### src/rtl/can_ds_pkg.sv
package can_ds_pkg;

   typedef enum logic {
      RX_IDLE = 1'b0,
      RX_RUN  = 1'b1
   } rx_state_e;

   // Sample offset inside a bit period, truncated toward zero.
   function automatic int unsigned sample_offset(input int unsigned cyc,
                                                 input int unsigned pct);
      return (cyc * pct) / 100;
   endfunction

endpackage

### src/rtl/can_ds_timer.sv
module can_ds_timer
   import can_ds_pkg::*;
#(
   parameter int unsigned CYC_PER_BIT = 20,
   parameter int unsigned SAMPLE_PCT  = 70
) (
   input  logic clk,
   input  logic rst_n,
   input  logic line_i,
   input  logic clr_i,
   output logic sof_o,
   output logic smp_o
);

   localparam int unsigned OFFSET = sample_offset(CYC_PER_BIT, SAMPLE_PCT);
   localparam int unsigned PW     = $clog2(CYC_PER_BIT);
   localparam logic [PW-1:0] LAST = PW'(CYC_PER_BIT - 1);
   localparam logic [PW-1:0] OFFS = PW'(OFFSET);
   localparam logic [PW-1:0] ONE  = PW'(1);

   initial begin : param_chk
      assert (CYC_PER_BIT >= 4) else $error("CYC_PER_BIT must be at least 4");
      assert (SAMPLE_PCT >= 1 && SAMPLE_PCT <= 99) else $error("SAMPLE_PCT out of 1..99");
      assert (OFFSET >= 1) else $error("sample offset truncates to zero");
   end

   rx_state_e       state_q;
   logic [PW-1:0]   phase_q;   // elapsed cycles since origin, modulo bit period

   assign sof_o = (state_q == RX_IDLE) && !line_i && !clr_i;
   assign smp_o = (state_q == RX_RUN) && (phase_q == OFFS) && !clr_i;

   always_ff @(posedge clk) begin
      if (!rst_n) begin
         state_q <= RX_IDLE;
         phase_q <= '0;
      end else if (clr_i) begin
         state_q <= RX_IDLE;
         phase_q <= '0;
      end else if (state_q == RX_IDLE) begin
         if (!line_i) begin
            state_q <= RX_RUN;
            phase_q <= ONE;
         end
      end else begin
         phase_q <= (phase_q == LAST) ? '0 : phase_q + ONE;
      end
   end

   // Checker counter: cycles since the origin or the last sample.
   logic [31:0] gap_q;
   logic        seen_q;
   always_ff @(posedge clk) begin
      if (!rst_n) begin
         gap_q  <= '0;
         seen_q <= 1'b0;
      end else if (clr_i) begin
         gap_q  <= '0;
         seen_q <= 1'b0;
      end else if (sof_o) begin
         gap_q  <= 32'd1;
         seen_q <= 1'b0;
      end else if (smp_o) begin
         gap_q  <= 32'd1;
         seen_q <= 1'b1;
      end else begin
         gap_q  <= gap_q + 32'd1;
      end
   end


   sample_spacing_chk: assert property (@(posedge clk) disable iff (!rst_n)
      smp_o |-> gap_q == (seen_q ? 32'(CYC_PER_BIT) : 32'(OFFSET)));

endmodule

### src/rtl/can_ds_unstuff.sv
module can_ds_unstuff #(
   parameter int unsigned RUN_LEN = 5
) (
   input  logic clk,
   input  logic rst_n,
   input  logic clr_i,
   input  logic sof_i,
   input  logic smp_i,
   input  logic line_i,
   output logic stuff_o
);

   localparam int unsigned CW = $clog2(RUN_LEN + 1);
   localparam logic [CW-1:0] FULL = CW'(RUN_LEN);

   initial begin : param_chk
      assert (RUN_LEN >= 2) else $error("RUN_LEN must be at least 2");
   end

   logic [RUN_LEN-1:0] hist_q;   // newest raw bit in bit 0
   logic [CW-1:0]      fill_q;
   logic               all_zero, all_one, full;

   // Run detection: every bit of the history equal to the newest one.
   logic [RUN_LEN-1:0] same;
   assign same[0] = 1'b1;
   genvar g;
   generate
      for (g = 1; g < RUN_LEN; g++) begin : g_same
         assign same[g] = (hist_q[g] == hist_q[0]);
      end
   endgenerate

   assign full     = (fill_q == FULL);
   assign all_zero = (&same) && !hist_q[0];
   assign all_one  = (&same) &&  hist_q[0];
   assign stuff_o  = smp_i && full && ((all_zero && line_i) || (all_one && !line_i));

   always_ff @(posedge clk) begin
      if (!rst_n) begin
         hist_q <= '0;
         fill_q <= '0;
      end else if (clr_i || sof_i) begin
         hist_q <= '0;
         fill_q <= '0;
      end else if (smp_i) begin
         hist_q <= {hist_q[RUN_LEN-2:0], line_i};
         if (!full) fill_q <= fill_q + CW'(1);
      end
   end


   stuff_breaks_run_chk: assert property (@(posedge clk) disable iff (!rst_n)
      stuff_o && !clr_i |=> hist_q[0] != hist_q[1]);

endmodule

### src/rtl/can_ds_emit.sv
module can_ds_emit #(
   parameter int unsigned IDX_W = 8
) (
   input  logic             clk,
   input  logic             rst_n,
   input  logic             clr_i,
   input  logic             sof_i,
   input  logic             smp_i,
   input  logic             stuff_i,
   input  logic             line_i,
   output logic             frame_start_o,
   output logic             bit_valid_o,
   output logic             bit_value_o,
   output logic [IDX_W-1:0] bit_index_o,
   output logic             stuff_flag_o
);

   logic [IDX_W-1:0] next_idx_q;

   always_ff @(posedge clk) begin
      if (!rst_n || clr_i) begin
         frame_start_o <= 1'b0;
         bit_valid_o   <= 1'b0;
         bit_value_o   <= 1'b0;
         bit_index_o   <= '0;
         stuff_flag_o  <= 1'b0;
         next_idx_q    <= '0;
      end else begin
         frame_start_o <= sof_i;
         bit_valid_o   <= smp_i && !stuff_i;
         stuff_flag_o  <= smp_i && stuff_i;
         if (sof_i) begin
            next_idx_q  <= '0;
            bit_index_o <= '0;
         end else if (smp_i && !stuff_i) begin
            bit_value_o <= line_i;
            bit_index_o <= next_idx_q;
            next_idx_q  <= next_idx_q + IDX_W'(1);
         end
      end
   end

   // Checker state: last forwarded index within this frame.
   logic [IDX_W-1:0] last_q;
   logic             have_q;
   always_ff @(posedge clk) begin
      if (!rst_n || clr_i || sof_i) begin
         last_q <= '0;
         have_q <= 1'b0;
      end else if (bit_valid_o) begin
         last_q <= bit_index_o;
         have_q <= 1'b1;
      end
   end


   index_step_chk: assert property (@(posedge clk) disable iff (!rst_n)
      bit_valid_o && have_q |-> bit_index_o == last_q + IDX_W'(1));


   single_start_chk: assert property (@(posedge clk) disable iff (!rst_n)
      frame_start_o |=> !frame_start_o);

endmodule

### src/rtl/can_bit_destuffer.sv
module can_bit_destuffer #(
   parameter int unsigned CYC_PER_BIT = 20,
   parameter int unsigned SAMPLE_PCT  = 70,
   parameter int unsigned RUN_LEN     = 5,
   parameter int unsigned IDX_W       = 8
) (
   input  logic             clk,
   input  logic             rst_n,
   input  logic             rx_line,
   input  logic             eof_req,
   output logic             frame_start,
   output logic             bit_valid,
   output logic             bit_value,
   output logic [IDX_W-1:0] bit_index,
   output logic             stuff_flag
);

   logic sof, smp, stuff;

   can_ds_timer #(
      .CYC_PER_BIT (CYC_PER_BIT),
      .SAMPLE_PCT  (SAMPLE_PCT)
   ) u_timer (
      .clk    (clk),
      .rst_n  (rst_n),
      .line_i (rx_line),
      .clr_i  (eof_req),
      .sof_o  (sof),
      .smp_o  (smp)
   );

   can_ds_unstuff #(
      .RUN_LEN (RUN_LEN)
   ) u_unstuff (
      .clk     (clk),
      .rst_n   (rst_n),
      .clr_i   (eof_req),
      .sof_i   (sof),
      .smp_i   (smp),
      .line_i  (rx_line),
      .stuff_o (stuff)
   );

   can_ds_emit #(
      .IDX_W (IDX_W)
   ) u_emit (
      .clk           (clk),
      .rst_n         (rst_n),
      .clr_i         (eof_req),
      .sof_i         (sof),
      .smp_i         (smp),
      .stuff_i       (stuff),
      .line_i        (rx_line),
      .frame_start_o (frame_start),
      .bit_valid_o   (bit_valid),
      .bit_value_o   (bit_value),
      .bit_index_o   (bit_index),
      .stuff_flag_o  (stuff_flag)
   );


   start_alone_chk: assert property (@(posedge clk) disable iff (!rst_n)
      frame_start |-> !bit_valid && !stuff_flag);


   eof_quiet_chk: assert property (@(posedge clk) disable iff (!rst_n)
      eof_req |=> !bit_valid && !stuff_flag && !frame_start);


   valid_stuff_excl_chk: assert property (@(posedge clk) disable iff (!rst_n)
      !(bit_valid && stuff_flag));

endmodule

### config.mk
export PLATFORM = sky130hd
export DESIGN_NAME = can_bit_destuffer
export DESIGN_NICKNAME = d
export VERILOG_FILES = /design/src/rtl/can_ds_pkg.sv /design/src/rtl/can_ds_timer.sv /design/src/rtl/can_ds_unstuff.sv /design/src/rtl/can_ds_emit.sv /design/src/rtl/can_bit_destuffer.sv
export SDC_FILE = /design/constraint.sdc
export NUM_CORES = 1
export LEC_CHECK = 0
export BUFFER_PORTS_ARGS = -buffer_cell sky130_fd_sc_hd__buf_2
export CORE_MARGIN = 4
export CORE_UTILIZATION = 45
export CTS_CLUSTER_DIAMETER = 40
export DETAILED_ROUTE_END_ITERATION = 12
export PLACE_DENSITY = 0.65
export SYNTH_ARGS = -nofsm -noshare
export SYNTH_HDL_FRONTEND = slang
export SYNTH_SLANG_ARGS = --single-unit
### constraint.sdc
create_clock -name clk -period 5.32 [get_ports clk]
set_clock_uncertainty 0.15 [all_clocks]
set_input_delay 1.064 -clock clk [delete_from_list [all_inputs] [get_ports clk]]
set_output_delay 1.064 -clock clk [all_outputs]
set_load 0.005 [all_outputs]
# Yosys cells after proc, flatten, opt, wreduce, memory -nomap -nowiden
# Cells that the tools add are included.
# classes
addsub	3
n_eq_ne	8
muxes	5
n_bitwise	4
n_reduce_logical	26
# op_table
cell	n
2-to-1 mux 5 bit	3
logical AND 1 bit	12
adder 8 x 1 -> 8 bit, second input constant	1
OR reduction 2 bit	3
adder 5 x 1 -> 5 bit, second input constant	1
== test 5 x 4 -> 1 bit, second input constant	1
== test 5 bit, second input constant	1
logical NOT 1 bit	5
== test 1 bit	4
NOT 1 bit	4
AND reduction 2 bit	2
AND reduction 4 bit	1
adder 3 x 1 -> 3 bit, second input constant	1
== test 3 bit, second input constant	1
logical OR 1 bit	3
2-to-1 mux 1 bit	2
inequality test 2 x 1 -> 1 bit, second input constant	1
# totals
regBits	34
in_bits	4
output_inout_bits	12

# Longest topological paths before layout
# logic_depth
depth_word	9
mapped_depth	8
ltp_nobuf	6

# Modules after synthesis
# A second synthesis with hierarchy kept.
# hier_totals
cells_unflattened	171
hier_area_um2	1497.7
# modules_own_cells
mod	n_inst	cells_per_inst	area_per_inst_um2
can_ds_emit	1	91	767.0
can_ds_unstuff	1	38	377.9
can_ds_timer	1	42	352.8

# Worst setup path before layout
# Ideal clock, no wire load.
# synth_timing
path_kind	input -> register
start	input rx_line
end	register u_emit.next_idx_q[4]
setup_ps	73
arrival_time_ps	2336
required_time_ps	5097
slack_ps	2761
cell_stages	6
n_path_buf	2
cell_sequence	buf_4 nor4b_1 a2bb2o_1 buf_6 or4b_1 a21oi_1
# synth_via
elab_chain_cells	6
word_cells_on_any_way	10
# synth_lines
element	line	text
start, declared	can_bit_destuffer.sv:9	input logic rx_line,
logical NOT 1 bit	can_ds_timer.sv:30, can_ds_unstuff.sv:37	
logical AND 1 bit	can_ds_unstuff.sv:37	assign stuff_o = smp_i && full && ((all_zero && line_i) || (all_one && !line_i));
logical OR 1 bit	can_ds_unstuff.sv:37	
logical AND 1 bit	can_ds_unstuff.sv:37	
logical NOT 1 bit	can_ds_emit.sv:35	end else if (smp_i && !stuff_i) begin
logical AND 1 bit	can_ds_emit.sv:35	
end signal, assigned	can_ds_emit.sv:38	next_idx_q <= next_idx_q + IDX_W'(1);
end, declared	can_ds_emit.sv:18	logic [IDX_W-1:0] next_idx_q;
# Parallel ways exist; a longest one is shown, timed or not.
# A chain may end at the register's enable or synchronous reset.

# Final worst setup path
# layout_timing
start	input eof_req
end	register u_emit.next_idx_q[1]
# layout_via
elab_chain_cells	6
word_cells_on_any_way	9
# layout_lines
element	line	text
start, declared	can_bit_destuffer.sv:10	input logic eof_req,
logical NOT 1 bit	can_ds_timer.sv:30, can_ds_timer.sv:31	
logical AND 1 bit	can_ds_timer.sv:31	assign smp_o = (state_q == RX_RUN) && (phase_q == OFFS) && !clr_i;
logical AND 1 bit (2 in a row)	can_ds_unstuff.sv:37	
logical NOT 1 bit	can_ds_emit.sv:35	
logical AND 1 bit	can_ds_emit.sv:35	
# Parallel ways exist; a longest one is shown, timed or not.

==> key figures <==
Outcome
  – Outcome: finished, final reports clean

Placed design
  – Final Wtd Congestion: 0.806
  – DP Cell Count: 226
  – Post-detail-place hpwl: 2110 µm
  – IO Port Bufs: 15

Worst setup path
  – Worst R2R End: u_emit.next_idx_q[1]
  – Setup CP Type: input port to register
  – Largest stage delay, worst path: 0.67 ns
  – Worst Reg-to-Reg Cells: 6
  – Crit-path max FO: 26
  – Launch point of the critical path: eof_req
  – Slowest-stage cell, CP: or2_0
  – Critical-path cell list: buf_2, nand4b_1, or2_0, nor2_1, mux2i_1
  – Reg2reg setup slack: 2.76 ns
  – Setup crit end: u_emit.next_idx_q[1]
  – CP Launch Type: input port
  – Crit path DAT: 2.89 ns
  – R2R Path Start: u_timer.phase_q[0]
  – CP endpoint kind: register
  – WP data required: 5.42 ns

CTS
  – Clock sink count: 34
  – Root Driver: clkbuf_4
  – Worst skew pair latency: 0.32 ns
  – TritonCTS buffer count: 5
  – H-tree Lvls: 2
  – # resized after CTS: 0
  – CTS Buffer Depth: 2
  – Hold buffer count at CTS: 0
  – CTS tree: built
  – Setup bufs post-CTS: 0
  – Reg clk slew, reported paths: 0.09 ns

STA
  – Max frequency: 359 MHz
  – Unrepaired setup endpoints after global routing: false
  – Final setup fails: 0
  – Min Tclk post-route: 2.78 ns
  – Slew Viols, Final: 0
  – Worst Tran Pin Value: 1.20 ns
  – Final hold vios: 0
  – Fin crit share: 52.3%
  – TNS Setup: 0 ns
  – Slew Limit Headroom: 19.7%

Drt
  – Starting DRT DRC Count: 89
  – ANT nets after route: 0
  – Drt wl/cell: 12.5 µm
  – Drt first pass iters: 4
  – WL final: 2920 µm
  – Remaining routing DRC violations: 0
  – Vias: 1283
  – Vias/cell: 5.51

Finish
  – Core Util, Final: 52.5%
  – Layout net count: 198
  – Layout cells sized above 1: 11.6%
  – Area Growth Syn to Fin: 8.61%
  – # diodes: 0
  – Final cell count without fillers: 233

Synth
  – Synth area leader: dfxtp_1
  – Seq cells post-synth: 34
  – Commonest cells in the netlist: dfxtp_1, nand2_1, a21oi_1, o21ai_0, nand3_1
  – Post-synth EDFFs: 0
  – Async set-or-reset flop fraction in the synthesized netlist: 0%
  – Avg Cell Area, Syn: 8.67 µm²
  – Post-synthesis sequential area ratio: 44.6%
  – Cells after Synth: 176
  – Distinct cells, synth: 38
  – Area contributors post-synth: dfxtp_1, a21oi_1, nand2_1
  – Synthesized cell area: 1530 µm²
  – Synth warnings: 0
  – Post-synth top area share: 44.6%
  – Main synth FF type: dfxtp_1
  – Count leader, synth: dfxtp_1
  – Synthesized Nets: 185

Power and ir drop
  – Pwr per Cell Area: 240 nW/µm²
  – Worst VDD drop: 130 µV
  – P_leak: 0.546 nW

Global route
  – GRT Total Usage: 14.6%
  – GR Layer Usage met1: 17.7%
  – GRT overflow: 0
  – Vias in the first global route: 1139
  – First-pass GRT wire length: 4920 µm
  – Grt peak-use layer: met2
  – Initial antenna violation count: 0
  – GR Layer Usage met2: 23.0%
  – Largest net degree at the start of global routing: 27
  – Routing usage on met3: 4.25%

Floorplanning
  – Initial core utilization: 48.4%
  – Row Count: 20
  – Ports: 16
  – Core area: 3150 µm²
  – Die W: 66.2 µm
  – Die Y: 66.2 µm
  – DIE AREA: 4390 µm²

Job
  – Max Cap Viol: 0

Worst hold path
  – Hold Crit Class: register to register
-- worst min path at each step --
stage                           from                    end  slack (ns)  cells past startpoint
2_1_floorplan    u_unstuff.hist_q[4]    u_unstuff.hist_q[4]        0.30                      2
3_3_place_gp   u_emit.bit_index_o[0]  u_emit.bit_index_o[0]        0.29                      2
6_report       u_emit.bit_index_o[2]  u_emit.bit_index_o[2]        0.32                      2
3_5_place_dp   u_emit.bit_index_o[2]  u_emit.bit_index_o[2]        0.31                      2
4_1_cts        u_emit.bit_index_o[0]  u_emit.bit_index_o[0]        0.33                      2
5_1_grt        u_emit.bit_index_o[1]  u_emit.bit_index_o[1]        0.35                      2
-- report_power, final --
part	internal, mW	leakage (nW)	switching, mW	total (mW)
clock	0.0498	0.0254	0.0776	0.127
combinational	0.00445	0.246	0.00809	0.0125
sequential	0.255	0.274	0.00179	0.257
-- layout by cell type, fill, tap and decap left out, types with 2 or more instances in the layout --
master,count
clkbuf_1,2
a21oi_1,18
ha_1,5
nand4_1,2
nand2b_1,3
inv_1,6
a211oi_1,3
nor2_1,8
o31ai_1,4
clkbuf_4,5
dfxtp_1,34
nand3_1,10
o21ai_0,11
buf_2,15
nor2b_1,3
o41ai_1,2
o311ai_0,2
nand2_1,22
nor3_1,5
mux2i_1,5
nand4b_1,3
or4_1,5
-- through the flow --
stage	power, mW	hold WS [ns]	setup slack (ns)	instance area (µm²)
floorplan	0.272	0.300	2.76	1530
global placement	0.275	0.295	2.28	1610
detailed placement	0.276	0.313	2.20	1610
CTS	0.402	0.326	2.55	1660
global route	0.417	0.355	2.42	1660
finish	0.397	0.315	2.54	1660
-- sequential cells by signal, indices dropped and copies added, names as in the netlist, 3 cells and up --
register,count
u_emit.next_idx_q,8
u_unstuff.fill_q,3
u_timer.phase_q,5
u_emit.bit_index_o,8
u_unstuff.hist_q,5
-- kinds of logic (layout without fill, tap and decap cells) --
kind of cell               Yosys count  in the layout  share of synthesized area [%]
and+or+nand+nor                     68             68                           23.5
AOI/OAI and AO/OA                   46             46                           18.4
DFF                                 34             34                           44.6
buffers and inverters               16             29                           4.84
muxes                                6              6                           4.02
adders and majority gates            5              5                           4.10
xor gates and xnor gates             1              1                          0.574
-- critical path: cells and delay by family --
kind	cells	cell delay [ns]
buffers and inverters	1	0.11
multiplexers	1	0.24
AND/OR/NAND/NOR	3	1.47
-- final cells by class --
type / instances / area [µm²]
Tap cell: 44 / 55.1
Timing Repair Buffer: 16 / 82.6
Inverter: 6 / 22.5
Sequential cell: 34 / 681
Multi-Input combinational cell: 126 / 771
Fill cell: 327 / 1500
Clock buffer: 7 / 45.0
-- routing by layer --
layer  vias to the layer above  share of wire, %
li1                        669                 -
met1                       597                51
met2                        13                45
met3                         4               3.1
met4                         0               1.2
met5                         -                 0
Note: power is estimated with default switching activity, not from simulation.
